[src/rtl/dbg_trace_pkg.sv]
package dbg_trace_pkg;

  typedef enum logic [3:0] {
    ST_WAIT,
    ST_POP,
    ST_IGE_ON,
    ST_EXEC,
    ST_STALL,
    ST_PUSH,
    ST_VECT,
    ST_IGE_OFF,
    ST_HALT
  } seqState_t;

  typedef struct packed {
    logic enterDbg;
    logic exitDbg;
    logic acceptCmd;
    logic latchRet;
    logic captureNext;
    logic finish;
  } seqStrobe_t;

  localparam logic [1:0] STAT_OFF  = 2'b00;
  localparam logic [1:0] STAT_IDLE = 2'b01;
  localparam logic [1:0] STAT_BUSY = 2'b10;

endpackage

[src/rtl/trace_ctrl.sv]
module trace_ctrl
  import dbg_trace_pkg::*;
(
  input  logic       clk,
  input  logic       rstN,
  input  logic       traceCmd,
  input  logic       dbgEnter,
  input  logic       dbgExit,
  input  logic       popAck,
  input  logic       pushAck,
  input  logic       instrDone,
  input  logic       inDebug,
  input  logic       savedIge,
  output seqStrobe_t strobe,
  output logic       popReq,
  output logic       pushReq,
  output logic       cpuRun,
  output logic       cpuStall,
  output logic       fetchBlock,
  output logic       cpuHalt,
  output logic       ipLoad,
  output logic       igeWe,
  output logic       igeVal
);

  seqState_t stateQ, stateD;

  always_ff @(posedge clk) begin
    if (!rstN) stateQ <= ST_WAIT;
    else       stateQ <= stateD;
  end

  always_comb begin
    stateD = stateQ;
    unique case (stateQ)
      ST_WAIT:    if (inDebug && traceCmd) stateD = ST_POP;
      ST_POP:     if (popAck) stateD = ST_IGE_ON;
      ST_IGE_ON:  stateD = ST_EXEC;
      ST_EXEC:    if (instrDone) stateD = ST_STALL;
      ST_STALL:   stateD = ST_PUSH;
      ST_PUSH:    if (pushAck) stateD = ST_VECT;
      ST_VECT:    stateD = ST_IGE_OFF;
      ST_IGE_OFF: stateD = ST_HALT;
      ST_HALT:    stateD = ST_WAIT;
      default:    stateD = ST_WAIT;
    endcase
  end

  logic inWait, postExec;
  assign inWait   = (stateQ == ST_WAIT);
  assign postExec = (stateQ == ST_STALL) || (stateQ == ST_PUSH) ||
                    (stateQ == ST_VECT)  || (stateQ == ST_IGE_OFF);

  always_comb begin
    strobe             = '0;
    strobe.enterDbg    = inWait && !inDebug && dbgEnter;
    strobe.exitDbg     = inWait && inDebug && dbgExit && !traceCmd;
    strobe.acceptCmd   = inWait && inDebug && traceCmd;
    strobe.latchRet    = (stateQ == ST_POP) && popAck;
    strobe.captureNext = (stateQ == ST_STALL);
    strobe.finish      = (stateQ == ST_HALT);
  end

  assign popReq     = (stateQ == ST_POP);
  assign pushReq    = (stateQ == ST_PUSH);
  assign cpuRun     = (stateQ == ST_EXEC);
  assign cpuStall   = postExec;
  assign fetchBlock = postExec;
  assign cpuHalt    = inDebug && !cpuRun && !postExec;
  assign ipLoad     = (stateQ == ST_VECT);
  assign igeWe      = ((stateQ == ST_IGE_ON) && savedIge) || (stateQ == ST_IGE_OFF);
  assign igeVal     = (stateQ == ST_IGE_ON);

  // the pop request is held until the stack acknowledges
  a_r3_pop_held : assert property (@(posedge clk) disable iff (!rstN)
    popReq && !popAck |=> popReq);

  // the instruction is released only after the pop and restore steps
  a_r5_run_after_restore : assert property (@(posedge clk) disable iff (!rstN)
    $rose(cpuRun) |-> $past(stateQ) == ST_IGE_ON);

  // completion of the stepped instruction freezes the core next cycle
  a_r6_stall_after_done : assert property (@(posedge clk) disable iff (!rstN)
    cpuRun && instrDone |=> cpuStall && fetchBlock && !cpuRun);

  // the push request is held until acknowledged
  a_r7_push_held : assert property (@(posedge clk) disable iff (!rstN)
    pushReq && !pushAck |=> pushReq);

  // a completed push is followed by the revector
  a_r8_vect_after_push : assert property (@(posedge clk) disable iff (!rstN)
    pushReq && pushAck |=> ipLoad);

  // the revector is followed by the interrupt enable clear
  a_r9_clear_after_vect : assert property (@(posedge clk) disable iff (!rstN)
    ipLoad |=> igeWe && !igeVal);

  // at most one step action is active in any cycle
  a_r12_single_action : assert property (@(posedge clk) disable iff (!rstN)
    $onehot0({popReq, pushReq, cpuRun, ipLoad, igeWe}));

endmodule

[src/rtl/trace_dpath.sv]
module trace_dpath
  import dbg_trace_pkg::*;
#(
  parameter int ADDR_W = 16
) (
  input  logic              clk,
  input  logic              rstN,
  input  seqStrobe_t        strobe,
  input  logic              igeIn,
  input  logic [ADDR_W-1:0] popData,
  input  logic [ADDR_W-1:0] cpuNextIp,
  input  logic              pushReq,
  input  logic              pushAck,
  output logic              inDebug,
  output logic              savedIge,
  output logic [1:0]        status,
  output logic [ADDR_W-1:0] instrAddr,
  output logic [ADDR_W-1:0] pushData
);

  logic              inDebugQ, busyQ, savedIgeQ;
  logic [ADDR_W-1:0] retAddrQ, nextIpQ;

  always_ff @(posedge clk) begin
    if (!rstN) begin
      inDebugQ  <= 1'b0;
      busyQ     <= 1'b0;
      savedIgeQ <= 1'b0;
    end else begin
      if (strobe.enterDbg) begin
        inDebugQ  <= 1'b1;
        savedIgeQ <= igeIn;
      end
      if (strobe.exitDbg)   inDebugQ <= 1'b0;
      if (strobe.acceptCmd) busyQ    <= 1'b1;
      if (strobe.finish)    busyQ    <= 1'b0;
    end
  end

  always_ff @(posedge clk) begin
    if (!rstN) begin
      retAddrQ <= '0;
      nextIpQ  <= '0;
    end else begin
      if (strobe.latchRet)    retAddrQ <= popData;
      if (strobe.captureNext) nextIpQ  <= cpuNextIp;
    end
  end

  assign inDebug   = inDebugQ;
  assign savedIge  = savedIgeQ;
  assign instrAddr = retAddrQ;
  assign pushData  = nextIpQ;
  assign status    = busyQ ? STAT_BUSY : (inDebugQ ? STAT_IDLE : STAT_OFF);

  // an accepted command reports busy on the following cycle
  a_r2_busy_after_accept : assert property (@(posedge clk) disable iff (!rstN)
    strobe.acceptCmd |=> status == STAT_BUSY);

  // pushed address does not move while the push waits
  a_r7_push_stable : assert property (@(posedge clk) disable iff (!rstN)
    pushReq && !pushAck |=> $stable(pushData));

  // the final step returns the status to debug-idle
  a_r10_idle_after_finish : assert property (@(posedge clk) disable iff (!rstN)
    strobe.finish |=> status == STAT_IDLE);

  // leaving debug mode reports not-in-debug
  a_r1_exit_off : assert property (@(posedge clk) disable iff (!rstN)
    strobe.exitDbg |=> status == STAT_OFF);

endmodule

[src/rtl/trace_step_seq.sv]
module trace_step_seq
  import dbg_trace_pkg::*;
#(
  parameter int                ADDR_W     = 16,
  parameter logic [ADDR_W-1:0] DBG_VECTOR = 16'h8010
) (
  input  logic              clk,
  input  logic              rstN,
  input  logic              dbgEnter,
  input  logic              dbgExit,
  input  logic              igeIn,
  input  logic              traceCmd,
  output logic [1:0]        status,
  output logic              popReq,
  input  logic              popAck,
  input  logic [ADDR_W-1:0] popData,
  output logic              pushReq,
  input  logic              pushAck,
  output logic [ADDR_W-1:0] pushData,
  output logic              igeWe,
  output logic              igeVal,
  output logic              cpuRun,
  output logic [ADDR_W-1:0] instrAddr,
  input  logic              instrDone,
  input  logic [ADDR_W-1:0] cpuNextIp,
  output logic              cpuStall,
  output logic              fetchBlock,
  output logic              cpuHalt,
  output logic              ipLoad,
  output logic [ADDR_W-1:0] ipLoadVal
);

  seqStrobe_t strobe;
  logic       inDebug, savedIge;

  trace_ctrl u_ctrl (
    .clk(clk), .rstN(rstN), .traceCmd(traceCmd), .dbgEnter(dbgEnter),
    .dbgExit(dbgExit), .popAck(popAck), .pushAck(pushAck),
    .instrDone(instrDone), .inDebug(inDebug), .savedIge(savedIge),
    .strobe(strobe), .popReq(popReq), .pushReq(pushReq), .cpuRun(cpuRun),
    .cpuStall(cpuStall), .fetchBlock(fetchBlock), .cpuHalt(cpuHalt),
    .ipLoad(ipLoad), .igeWe(igeWe), .igeVal(igeVal)
  );

  trace_dpath #(.ADDR_W(ADDR_W)) u_dpath (
    .clk(clk), .rstN(rstN), .strobe(strobe), .igeIn(igeIn),
    .popData(popData), .cpuNextIp(cpuNextIp), .pushReq(pushReq),
    .pushAck(pushAck), .inDebug(inDebug), .savedIge(savedIge),
    .status(status), .instrAddr(instrAddr), .pushData(pushData)
  );

  assign ipLoadVal = DBG_VECTOR;

  // enabling interrupts happens only inside a step
  a_r4_enable_only_busy : assert property (@(posedge clk) disable iff (!rstN)
    igeWe && igeVal |-> status == STAT_BUSY);

  // no stack traffic outside a step
  a_r11_no_pop_when_idle : assert property (@(posedge clk) disable iff (!rstN)
    status != STAT_BUSY |-> !popReq && !pushReq);

endmodule

[config.mk]
export PLATFORM = sky130hd
export DESIGN_NAME = trace_step_seq
export DESIGN_NICKNAME = d
export VERILOG_FILES = /design/src/rtl/dbg_trace_pkg.sv /design/src/rtl/trace_ctrl.sv /design/src/rtl/trace_dpath.sv /design/src/rtl/trace_step_seq.sv
export SDC_FILE = /design/constraint.sdc
export NUM_CORES = 1
export LEC_CHECK = 0
export ABC_AREA = 1
export CORE_ASPECT_RATIO = 1.75
export CORE_MARGIN = 2
export CORE_UTILIZATION = 61
export DETAILED_ROUTE_END_ITERATION = 7
export DONT_BUFFER_PORTS = 1
export GPL_ROUTABILITY_DRIVEN = 0
export PLACE_DENSITY = 0.77
export SKIP_CTS_REPAIR_TIMING = 1
export SLEW_MARGIN = 20
export SYNTH_ARGS = -nofsm -noshare
export SYNTH_HDL_FRONTEND = slang
export SYNTH_SLANG_ARGS = --single-unit
[constraint.sdc]
create_clock -name clk -period 1.6 [get_ports clk]
set_input_delay 0.24 -clock clk [delete_from_list [all_inputs] [get_ports clk]]
set_output_delay 0.24 -clock clk [all_outputs]
set_load 0.01 [all_outputs]
## Word-level counts from Yosys, hierarchy flattened

Index checks and enable logic that the tools add are counted.

| cells by class | value |
|---|---|
| divide/modulo/power cells | 0 |
| bitwise gates (word level) | 1 |
| equal/unequal tests | 12 |
| reductions and logical operators | 23 |
| muxes and demuxes | 7 |
| multipliers | 0 |
| add/sub/neg operators | 0 |
| shift operators | 0 |
| magnitude comparators | 0 |

Operators by type and width:

| kind | count |
|---|---|
| 4-bit one-hot mux with 8 select lines | 1 |
| 4-bit by 3-bit == test with 1-bit output, second input constant | 4 |
| 4-bit 2-to-1 mux | 4 |
| 1-bit logical AND | 11 |
| 4-bit by 2-bit == test with 1-bit output, second input constant | 2 |
| 4-bit by 1-bit == test with 1-bit output, second input constant | 1 |
| 4-bit == test, second input constant | 1 |
| 1-bit logical NOT | 4 |
| 4-bit logical NOT | 1 |
| 1-bit logical OR | 4 |
| 2-bit by 1-bit != test with 1-bit output, second input constant | 2 |
| 2-bit != test, second input constant | 2 |
| 4-bit AND reduction | 1 |
| 2-bit OR reduction | 2 |
| 2-bit 2-to-1 mux | 1 |
| 1-bit 2-to-1 mux | 1 |
| 1-bit inverter | 1 |

| storage, ports and cells | value |
|---|---|
| output and inout bits | 59 |
| memories kept | 0 |
| latch bits | 0 |
| bits in registers | 39 |
| ROM bits | 0 |
| RAM bits | 0 |
| input port bits | 41 |

## Depth between registers and ports, before layout

Gate-level depths: netlist of run 1.

| depth | value |
|---|---|
| word-level depth | 6 |
| gate-level depth with buffers | 8 |

## Cells and area by module

Synthesis of run 1 repeated with hierarchy kept, for this count alone.

| second synthesis, totals | value |
|---|---|
| cell total of the unflattened synthesis | 305 |
| area, all modules | 1954.4 sq um |

Modules (own cells, without submodules):

| module | times used | seq. area each (sq um) | cells each | area an instance (sq um) |
|---|---|---|---|---|
| trace_dpath | 1 | 700.7 | 221 | 1462.7 |
| trace_ctrl | 1 | 80.1 | 66 | 364.1 |
| trace_step_seq | 1 | 0.0 | 18 | 127.6 |

## Worst setup path after synthesis of run 1

Ideal clock, no wire load.

| timing path | value |
|---|---|
| path type | register to output |
| start | reg u_ctrl.stateQ[1] |
| end | out igeWe |
| path slack | 320 ps |
| buffers on the path | 0 |
| arrival time | 1040 ps |
| cell stages (with the launch flop) | 5 |
| cells stage by stage | dfxtp_1 -> inv_1 -> nor3_1 -> nand2_1 -> nand2_1 |

| between the ends | value |
|---|---|
| word-level cells in the longest chain between the ends | 3 |
| elaborated cells on any way between the ends | 4 |
| classes of those cells | eq/ne: 2; reduce/logical: 2 |

Ends and longest elaborated chain:

| element | line | text |
|---|---|---|
| start, declared | trace_ctrl.sv:26 | `seqState_t stateQ, stateD;` |
| start signal, assigned | trace_ctrl.sv:30 | `else stateQ <= stateD;` |
| 4-bit by 2-bit == test with 1-bit output | - |  |
| net igeVal | trace_step_seq.sv:21 | `output logic igeVal,` |
| 1-bit logical AND | trace_ctrl.sv:71 | `assign igeWe = ((stateQ == ST_IGE_ON) && savedIge) \|\| (stateQ == ST_IGE_OFF);` |
| 1-bit logical OR | trace_ctrl.sv:71 |  |
| end, declared | trace_step_seq.sv:20 | `output logic igeWe,` |

The timed path passes the listed nets, and every way through them passes these cells.

## Worst setup path after layout of run 1

| timing path | value |
|---|---|
| start | reg u_ctrl.stateQ[2] |
| end | out ipLoad |

| between the ends | value |
|---|---|
| word-level cells in the longest chain between the ends | 1 |

Ends and longest elaborated chain:

| element | line | text |
|---|---|---|
| 4-bit by 3-bit == test with 1-bit output | trace_ctrl.sv:70 | `assign ipLoad = (stateQ == ST_VECT);` |
| end, declared | trace_step_seq.sv:29 | `output logic ipLoad,` |

Every way passes these cells.

==> results of run 1 <==
==> cells in the final DEF (no fill, tap or decap), types with 6 or more instances in the layout <==
cell type and instances:
sky130_fd_sc_hd__nand2_1 17, sky130_fd_sc_hd__o21ai_1 12, sky130_fd_sc_hd__inv_1 28, sky130_fd_sc_hd__a21oi_1 19
sky130_fd_sc_hd__nand3_1 6, sky130_fd_sc_hd__dfxtp_1 36, sky130_fd_sc_hd__o21ai_0 21, sky130_fd_sc_hd__nor2_1 40
sky130_fd_sc_hd__conb_1 16, sky130_fd_sc_hd__clkbuf_8 6
==> cell families after synthesis <==
logic type             after synthesis
buffers and inverters               59
and+or+nand+nor                     75
other                                2
DFF                                 39
AOI/OAI and AO/OA                   56
==> power by group through the flow <==
stage / Sequential [uW] / Combinational (uW) / Clock [uW]
global placement: 1530 / 873 / 0
CTS: 1520 / 902 / 845
detailed placement: 1540 / 898 / 0
finish: 1530 / 936 / 821
global route: 1570 / 1080 / 891
floorplan: 1480 / 847 / 0
==> per-layer routing <==
layer	up-vias	track usage (%)	routed length (um)
li1	679	-	-
met1	567	17.3	1150
met2	60	42.5	1870
met3	11	7.04	301
met4	0	12.1	91
met5	-	0	0
==> how the worst max path moves through the flow <==
stage | endpoint | start | slack, ns | cells after the start
2_1_floorplan | igeWe | u_ctrl.stateQ[1]$_SDFFE_PN0P_ | 0.32 | 4
3_3_place_gp | ipLoad | u_ctrl.stateQ[2]$_SDFFE_PN0P_ | 0.29 | 4
3_5_place_dp | ipLoad | u_ctrl.stateQ[2]$_SDFFE_PN0P_ | 0.26 | 4
4_1_cts | ipLoad | u_ctrl.stateQ[2]$_SDFFE_PN0P_ | -0.06 | 4
5_1_grt | ipLoad | u_ctrl.stateQ[2]$_SDFFE_PN0P_ | -0.02 | 4
6_report | ipLoad | u_ctrl.stateQ[2]$_SDFFE_PN0P_ | 0.08 | 4
==> final cells by class <==
cell class	instances	area share (%)
Clock buffer	6	4.63
Clock inverter	2	1.96
Inverter	32	6.87
Multi-Input combinational cell	147	39.8
Sequential cell	39	44.0
Tap cell	27	1.89
Timing Repair Buffer	2	0.842
==> registers in the layout, indices dropped and copies added (netlist names) <==
signal	count
u_ctrl.stateQ	4
u_dpath.busyQ	1
u_dpath.pushData	16
u_dpath.inDebug	1
u_dpath.savedIge	1
u_dpath.instrAddr	16
==> through the flow <==
step	setup slack, ns	cell area [um2]	power [uW]	utilization, %	instances
2_1_floorplan	0.320	1780	2330	-	245
3_3_place_gp	0.289	1630	2400	60.6	247
3_5_place_dp	0.264	1630	2440	60.6	247
4_1_cts	-0.0576	1750	3260	65.0	255
5_1_grt	-0.0168	1780	3540	66.3	255
6_report	0.0761	1780	3290	66.3	255
==> results.txt, run 1 <==
The total track usage came out at 21.5%. The share of async-settable or async-resettable flops after synthesis came out at 0%. By startpoint and endpoint, the worst setup path is classified as reg2out.

The number of global-route vias before repair is 1237. Among all flip-flop cells after synthesis, the most frequent one is sky130_fd_sc_hd__dfxtp_1. The worst reg-to-reg setup slack is 0.27 ns. The number of cells on the worst reg-to-reg path is 5. The total leakage power is 0.000756 uW. The flow ran to the end, and the final reports show no timing, DRC or antenna violations. The total count of hold-check failures in the final report came out at 0. In this run the cell area of the synthesized design comes to 1730 um2. The share of total power in sequential cells is 46.5%.

The family of cells with the greatest summed delay on the critical path is simple AND/OR/NAND/NOR gates. By area, the combinational part of the netlist is dominated by simple AND/OR/NAND/NOR gates. The setup total negative slack came out at 0 ns. The hold path startpoint is rstN. The H-tree was split into 2 levels. The clock skew after layout came out at 0.00292 ns.

The fraction of the mapped netlist area in compound gates is 16.8%. The largest stage delay on the critical path came out at 0.35 ns. The first global-routing pass estimated 5240 um of wire. The worst-case hold slack is 0.0631 ns.

The category of the worst setup path capture point is an output pin. The worst supply voltage drop on vdd is 1.22 mV. The die width came out at 44.3 um.

Setup repair after global routing could not meet its margin everywhere. Combinational logic is responsible for 28.5% of the overall power. The initial antenna violation count is 0.

The mean area per synthesized cell is 7.50 um2. The biggest area contributor in the post-synthesis netlist is sky130_fd_sc_hd__dfxtp_1. The final-report setup violation count came out at 0. Pin placement for this block handled 100 I/O pins. The area used by sequential logic in the layout is 785 um2.

STA puts the critical path data required time at 1.36 ns. The clock latency on the worst-skew pair is 0.28 ns. In this run the power density over the cells is 1840 nW/um2. The worst hold path was traced through 2 stages. The worst setup path is launched from a flip-flop. The total of max-cap violations is 0. The worst path in the final design needs a cycle of 1.52 ns, including I/O delays and setup. The clock root buffer master is sky130_fd_sc_hd__clkbuf_8. The min-delay analysis places its worst path in the category in2reg. In this run, synthesis inferred 0 flip-flops with an integrated enable. The flip-flop and latch count after synthesis is 39.

The wire length per cell after detailed routing came out at 13.4 um. The maximum root-to-sink buffer count is 2. The number of library cell types mapped by synthesis is 25. The wire-length estimate of the detail-placed layout is 2510 um. The die height came out at 74.5 um.

The end of the worst hold path is u_dpath.instrAddr[14]$_SDFFE_PN0P_. The final route contains 1317 vias. The slowest stage of the critical path belongs to the cell sky130_fd_sc_hd__dfxtp_2.

The critical path goes through inv_2 -> nor2_4 -> inv_2 -> nor3_4. After Yosys synthesis, full adders, half adders and majority gates account for 0% of the synthesized area. The DRC violation total after the first TritonRoute iteration came out at 22. The number of vias per cell came out at 5.16.

The maximum number of pins on one net before global-route repair came out at 39. Summed over all layers, the global routing overflow is 0. The post-synthesis to final-layout area growth is 3.03%. In this run the critical register-to-register path is captured at u_dpath.instrAddr[15]$_SDFFE_PN0P_. The synthesized-area fraction occupied by and/or/nand/nor cells came out at 18.9%. The area enclosed by the die boundary came out at 3300 um2. The number of filler cells placed in the layout came out at 247.

The post-route DRC violation count came out at 0. The xor-xnor portion of the synthesized cell area came out at 0%. The worst endpoint data arrival time came out at 1.28 ns. The total CTS buffers came out at 5. The CTS tree is yes. The number of buffers added on ports came out at 0. The internal power came out at 2040 uW. After the last flow step, the layout net total stands at 268. The clock network power share is 25.0%. The maximum clock frequency came out at 0.656 GHz. The combined area of the multi-input logic cells came out at 711 um2. Yosys printed 0 warnings. The ratio of cells with drive above 1 in the final layout came out at 13.2%. The library cell with the highest instance count after synthesis is sky130_fd_sc_hd__nor2_1. The cell that appears most often on the critical path is sky130_fd_sc_hd__inv_2. The row count came out at 25. The core footprint came out at 2690 um2. The final antenna diode count is 0. The worst register-to-register path begins at u_ctrl.stateQ[3]$_SDFFE_PN0P_. The detailed-router iteration count before antenna repair came out at 3. The multiplexer fraction of the synthesized cell area came out at 0%.

The synthesized netlist cell count is 231. In this run the worst path has a maximum fanout of 7. The share of total power consumed by net switching came out at 37.9%. Summing the sequential cell areas from Yosys gives 45.1% of the chip area.

The clock edge transition at the registers on the reported setup and hold paths came out at 0.07 ns. The max-slew violation count is 0. The power spent charging and discharging nets is 1250 uW.

The commonest cells after synthesis are 40 x sky130_fd_sc_hd__nor2_1, 39 x sky130_fd_sc_hd__dfxtp_1, 29 x sky130_fd_sc_hd__inv_1. The routed wire length came out at 3410 um. The share of the cycle needed by the critical path after routing came out at 95.2%.

The number of nets still failing antenna checks after routing came out at 0. After synthesis, the cell types taking the most area are sky130_fd_sc_hd__dfxtp_1 45%, sky130_fd_sc_hd__nor2_1 8.7%, sky130_fd_sc_hd__buf_4 7.8%, sky130_fd_sc_hd__inv_1 6.3%, sky130_fd_sc_hd__o21ai_0 6.1%. The number of clock sinks is 39.

The area share of the largest cell type after synthesis is 45.1%. The initial standard-cell utilization of the core is 64.4%. The total buffers and inverters traversed by the critical path came out at 2.
(Power assumes the default switching activity.)
==> inputs of run 2 (changes only) <==
Settings changed: PLACE_DENSITY 0.77 to 0.76.
==> results.txt, run 2 (synthesis gave the netlist of run 1 again) <==
The run finished with clean final reports. The total via count after detailed routing is 1327 (+0.76%). The detailed router used layers up to and including met4.

The type of the worst min-delay path is in2reg. The number of vias per cell is 5.20 (+0.76%). The critical path required time came out at 1.36 ns (about the same). The area of placed instances is 1630 um2 (unchanged). The clock edge transition at the registers on the reported setup and hold paths is 0.07 ns (about the same). Tracing the worst setup path back leads to its startpoint at u_ctrl.stateQ[3]$_SDFFE_PN0P_. The worst register-to-register path ends at u_dpath.instrAddr[15]$_SDFFE_PN0P_.

The core footprint is 2690 um2 (unchanged). The number of buffers added on ports is 0 (unchanged). The largest stage delay on the critical path came to 0.43 ns (+0.08 ns).

The total count of hold-check failures in the final report came out at 0 (unchanged). The maximum clock frequency was 0.655 GHz (-0.19%). The biggest fanout along the worst timing path came out at 6 (-1). The total of max-cap violations came out at 0 (unchanged). The top-level I/O count was 100 (unchanged). The clock skew after layout came out at 0.00552 ns (+0.00260 ns). The total CTS buffers is 5 (unchanged).

The H-tree level count is 2 (unchanged). The detailed-router iteration count before antenna repair was 4 (+1). The library cell used most frequently in the layout, excluding fill and tap cells, is sky130_fd_sc_hd__nor2_1. The worst reg-to-reg setup slack is 0.29 ns (+0.02 ns).

The internal power came out at 1830 uW (-10%). In this run the most critical hold path is launched from rstN. The initial antenna violation count is 0 (unchanged). The final-report setup violation count is 0 (unchanged). The die height came to 74.5 um (unchanged). The kind of start point of the critical path is a flip-flop. The post-route DRC violation count is 0 (unchanged). On the critical path the largest part of the delay comes from simple AND/OR/NAND/NOR gates. The final antenna diode count is 0 (unchanged).

The clock latency on the worst-skew pair is 0.28 ns (about the same). The total buffers and inverters traversed by the critical path came to 1 (-1). The detailed route wirelength on metal3 is 292 um (-3.0%). The signal on the critical path passes through nor2_2 -> nand2_1 -> inv_1 -> nor3_1. The length of routed met2 wiring came out at 1880 um (+0.37%). The number of nets still failing antenna checks after routing came out at 0 (unchanged). The area enclosed by the die boundary is 3300 um2 (unchanged).

The clock period minus final worst setup slack is 1.53 ns (+0.00293 ns). The die width came to 44.3 um (unchanged). The number of clock sinks came to 39 (unchanged).

The final global-route overflow total is 0 (unchanged). In the layout the commonest cells are 40 x sky130_fd_sc_hd__nor2_1, 36 x sky130_fd_sc_hd__dfxtp_1, 28 x sky130_fd_sc_hd__inv_1. The met1 layer wirelength in the final routing came to 1140 um (-0.78%).

The ratio of cells with drive above 1 in the final layout came out at 12.3% (-0.88 points). The worst endpoint data arrival time is 1.29 ns (about the same). The clock network power share is 20.0% (-5.0 points). Relative to the synthesized area, the layout overhead comes to 0.506%. The total track usage is 20.5% (-1.0 points). The cell depth of the worst flop-to-flop path was 5 (unchanged). The share of total power consumed by net switching is 40.2% (+2.3 points). The total power per unit cell area is 1760 nW/um2 (-4.5%). The number of instances on the worst hold path was 2 (unchanged). The setup path with the least slack is of type reg2out. The category of the worst setup path capture point is an output pin. The power spent charging and discharging nets is 1230 uW (-1.2%). The net count reported at finish is 268 (unchanged). The worst supply voltage drop on vdd came out at 0.981 mV (-19%). The DRC violation total after the first TritonRoute iteration is 14 (-36%). The total leakage power came out at 0.000741 uW (-2.0%).

The total placed cells including tap cells came out at 247 (unchanged). The number of global-route vias before repair is 1261 (+1.9%). The first-pass GRT wire length is 5090 um (-2.8%). The final non-filler cell total is 255 (unchanged). TritonCTS built the clock tree. The maximum root-to-sink buffer count is 2 (unchanged). The combinational fraction of design power is 30.1% (+1.6 points). The routed wire length came to 3370 um (-1.3%). Setup repair after global routing left no endpoint under its margin.

The max-slew violation count is 0 (unchanged). The initial standard-cell utilization of the core is 64.4% (unchanged). Among all stages on the critical path, the largest delay is contributed by sky130_fd_sc_hd__dfxtp_1. The final design utilization came out at 64.7% (-1.6 points). The startpoint identified for the worst register-to-register timing path is u_ctrl.stateQ[3]$_SDFFE_PN0P_. The setup total negative slack was 0 ns (unchanged).

The summed area of non-filler cells in the final layout is 1740 um2 (-2.5%). CTS placed an instance of sky130_fd_sc_hd__clkbuf_8 at the clock tree root. The share of total power in sequential cells came out at 49.9% (+3.4 points). The path with the worst hold slack has its endpoint at u_ctrl.stateQ[2]$_SDFFE_PN0P_. The post-DP HPWL is 2590 um (+3.0%). The share of the cycle needed by the critical path after routing came to 95.4% (+0.18 points). The row count came out at 25 (unchanged).

The wire length per cell after detailed routing is 13.2 um (-1.3%). The maximum number of pins on one net before global-route repair came out at 39 (unchanged).
## run 2: worst max-delay path by stage
stage / to / cells after the start
global placement: pushReq / 4
global route: pushReq / 4
detailed placement: pushReq / 4
CTS: pushReq / 4
finish: cpuHalt / 4
floorplan: igeWe / 4
## run 2: power groups by stage
stage	clock network [uW]	logic (uW)	registers, uW
2_1_floorplan	0	847	1480
3_3_place_gp	0	848	1520
3_5_place_dp	0	896	1540
4_1_cts	634	899	1510
5_1_grt	695	1050	1560
6_report	613	921	1530
## run 2: stage by stage
stage | total power (uW) | worst slack [ns] | hold slack [ns]
final | 3060 | 0.0732 | 0.0869
after global routing | 3310 | 0.00596 | 0.0571
after CTS | 3050 | -0.0582 | 0.0644
after detailed placement | 2430 | 0.258 | 0.365
after global placement | 2370 | 0.299 | 0.355
after floorplan | 2330 | 0.320 | 0.402
## run 2: per-layer routing
layer  global-route usage [%]  up-vias
met4                     9.76        0
met3                     7.28        6
met1                     18.3      583
met5                        0        -
li1                         -      682
met2                     38.9       56
## run 2: area by class of cell
cell class | count | area (um2)
timing repair buffer | 2 | 15.0
inverter | 32 | 123
multi-input combinational | 147 | 701
fill | 252 | 950
clock buffer | 5 | 68.8
tap | 27 | 33.8
clock inverter | 3 | 15.0
sequential | 39 | 785
==> inputs of run 3 (changes only) <==
Settings changed: CORE_UTILIZATION 61 to 30, PLACE_DENSITY 0.76 to 0.43.
==> results.txt, run 3 (synthesis gave the netlist of run 1 again) <==
The clock skew after layout is 0.00347 ns (-0.00205 ns). The DRC violation total after the first TritonRoute iteration was 38 (+24). The final global-route overflow total is 0 (unchanged). The number of global-route vias before repair came out at 1186 (-5.9%).

The library cells used most frequently in the layout, excluding fill and tap cells, are 40 x sky130_fd_sc_hd__nor2_1, 36 x sky130_fd_sc_hd__dfxtp_1, 27 x sky130_fd_sc_hd__inv_1. The initial standard-cell utilization of the core is 31.0% (-33 points). The die width is 61.4 um (+39%). The post-DP HPWL is 2860 um (+11%). The area enclosed by the die boundary came to 6420 um2 (+95%).

The worst supply voltage drop on vdd is 0.546 mV (-44%). The wire length per cell after detailed routing came to 12.8 um (-3.0%). The row count came out at 36 (+44%). The clock latency on the worst-skew pair came to 0.28 ns (about the same). The net count reported at finish is 268 (unchanged). The initial antenna violation count was 0 (unchanged). The number of vias per cell is 4.43 (-15%). CTS placed an instance of sky130_fd_sc_hd__clkbuf_8 at the clock tree root. The number of instances on the worst hold path is 2 (unchanged). The number of nets still failing antenna checks after routing is 0 (unchanged). The hold path startpoint is rstN.

The worst endpoint data arrival time came out at 1.30 ns (about the same). The startpoint of the lowest-slack register-to-register path is u_ctrl.stateQ[2]$_SDFFE_PN0P_. The final-report setup violation count came out at 0 (unchanged). The maximum root-to-sink buffer count is 2 (unchanged).

The total power per unit cell area is 1740 nW/um2 (-0.81%). The worst hold path terminates at u_dpath.instrAddr[4]$_SDFFE_PN0P_. The maximum number of pins on one net before global-route repair was 39 (unchanged). The ratio of cells with drive above 1 in the final layout is 13.6% (+1.3 points). The worst reg-to-reg setup slack is 0.21 ns (-0.08 ns). TritonCTS built the clock tree.

The post-route DRC violation count is 0 (unchanged). Setup repair after global routing could not meet its margin everywhere. The critical path required time is 1.36 ns (about the same). The total of max-cap violations came to 0 (unchanged). The share of the cycle needed by the critical path after routing is 95.9% (+0.52 points). The routed wire length came out at 3900 um (+16%).

The detailed-router iteration count before antenna repair was 4 (unchanged). STA classifies the critical path startpoint as a flip-flop. The post-route worst setup slack came out at 0.0649 ns (-0.00826 ns). The placement-stage worst setup slack was 0.227 ns (-0.0303 ns).

The worst setup path is captured at an output pin. The top-level I/O count is 100 (unchanged). The final non-filler cell total is 304 (+19%). In this run the worst hold path is classified as in2reg. The setup total negative slack is 0 ns (unchanged). The number of buffers added on ports came out at 0 (unchanged). The critical path is of the reg2out type. The H-tree level count is 2 (unchanged). The core footprint came out at 5590 um2 (+110%). The first-pass GRT wire length is 5680 um (+12%).

The run finished with clean final reports. The total CTS buffers is 5 (unchanged). The max-slew violation count is 0 (unchanged).

The total leakage power is 0.000749 uW (+1.0%). The biggest fanout along the worst timing path is 7 (+1). In this run the critical register-to-register path is captured at u_dpath.pushData[0]$_SDFFE_PN0P_. The library cell used most frequently in the layout, excluding fill and tap cells, is sky130_fd_sc_hd__nor2_1. The number of clock sinks came to 39 (unchanged). The total count of hold-check failures in the final report came out at 0 (unchanged). The total via count after detailed routing came to 1348 (+1.6%).

The die height came to 105 um (+40%). The clock edge transition at the registers on the reported setup and hold paths came out at 0.07 ns (about the same). The final antenna diode count is 0 (unchanged).

The clock period minus final worst setup slack came out at 1.54 ns (+0.00826 ns). The cell depth of the worst flop-to-flop path came out at 6 (+1). The worst-case hold slack came out at 0.0836 ns (-0.00331 ns). The post-synthesis to final-layout area growth came out at 6.58%. The total placed cells including tap cells is 296 (+20%).

The maximum clock frequency is 0.651 GHz (-0.54%). The total track usage came out at 11.9% (-8.6 points).
## run 3: cell count changes in the layout (fill, tap and decap cells not counted), sizes merged
cell | before | now
clkbuf | 5 | 8
clkinv | 3 | 0
## run 3: area by class of cell
cell class	count	area, um2
tap	76	95.1
inverter	32	128
sequential	39	790
multi-input combinational	147	718
timing repair buffer	2	15.0
clock buffer	8	100
fill	646	3740
## run 3: worst max-delay path, stage by stage (launching register included)
cell,delay [ns]
sky130_fd_sc_hd__dfxtp_4,0.38
sky130_fd_sc_hd__inv_4,0.04
sky130_fd_sc_hd__nor2_4,0.33
sky130_fd_sc_hd__inv_4,0.09
sky130_fd_sc_hd__nor3_4,0.17
## run 3: metal layers
layer | global-route usage (%) | wire length, um | vias up
met1 | 12.1 | 1410 | 601
li1 | - | - | 682
met3 | 4.23 | 376 | 5
met2 | 20.8 | 2050 | 60
met5 | 0 | 0 | -
met4 | 5.02 | 68 | 0
## run 3: how the worst max path moves through the flow
| stage | startpoint | to | depth (start not counted) |
|---|---|---|---|
| detailed placement | u_ctrl.stateQ[2]$_SDFFE_PN0P_ | ipLoad | 4 |
| global placement | u_ctrl.stateQ[0]$_SDFFE_PN0P_ | u_dpath.instrAddr[15]$_SDFFE_PN0P_ | 6 |
| floorplan | u_ctrl.stateQ[1]$_SDFFE_PN0P_ | igeWe | 4 |
| finish | u_ctrl.stateQ[2]$_SDFFE_PN0P_ | ipLoad | 4 |
| global route | u_ctrl.stateQ[2]$_SDFFE_PN0P_ | pushReq | 4 |
| CTS | u_ctrl.stateQ[2]$_SDFFE_PN0P_ | ipLoad | 4 |
## run 3: power by group
part | internal (uW) | switching (uW)
clock network | 394 | 327
logic | 311 | 637
registers | 1240 | 312
total | 1940 | 1280
## run 3: metrics by stage
stage	area (um2)	total power [uW]	util, %
finish	1850	3220	33.0
global route	1850	3480	33.0
CTS	1790	3190	32.1
detailed placement	1690	2460	30.3
global placement	1690	2450	30.3
floorplan	1780	2330	-
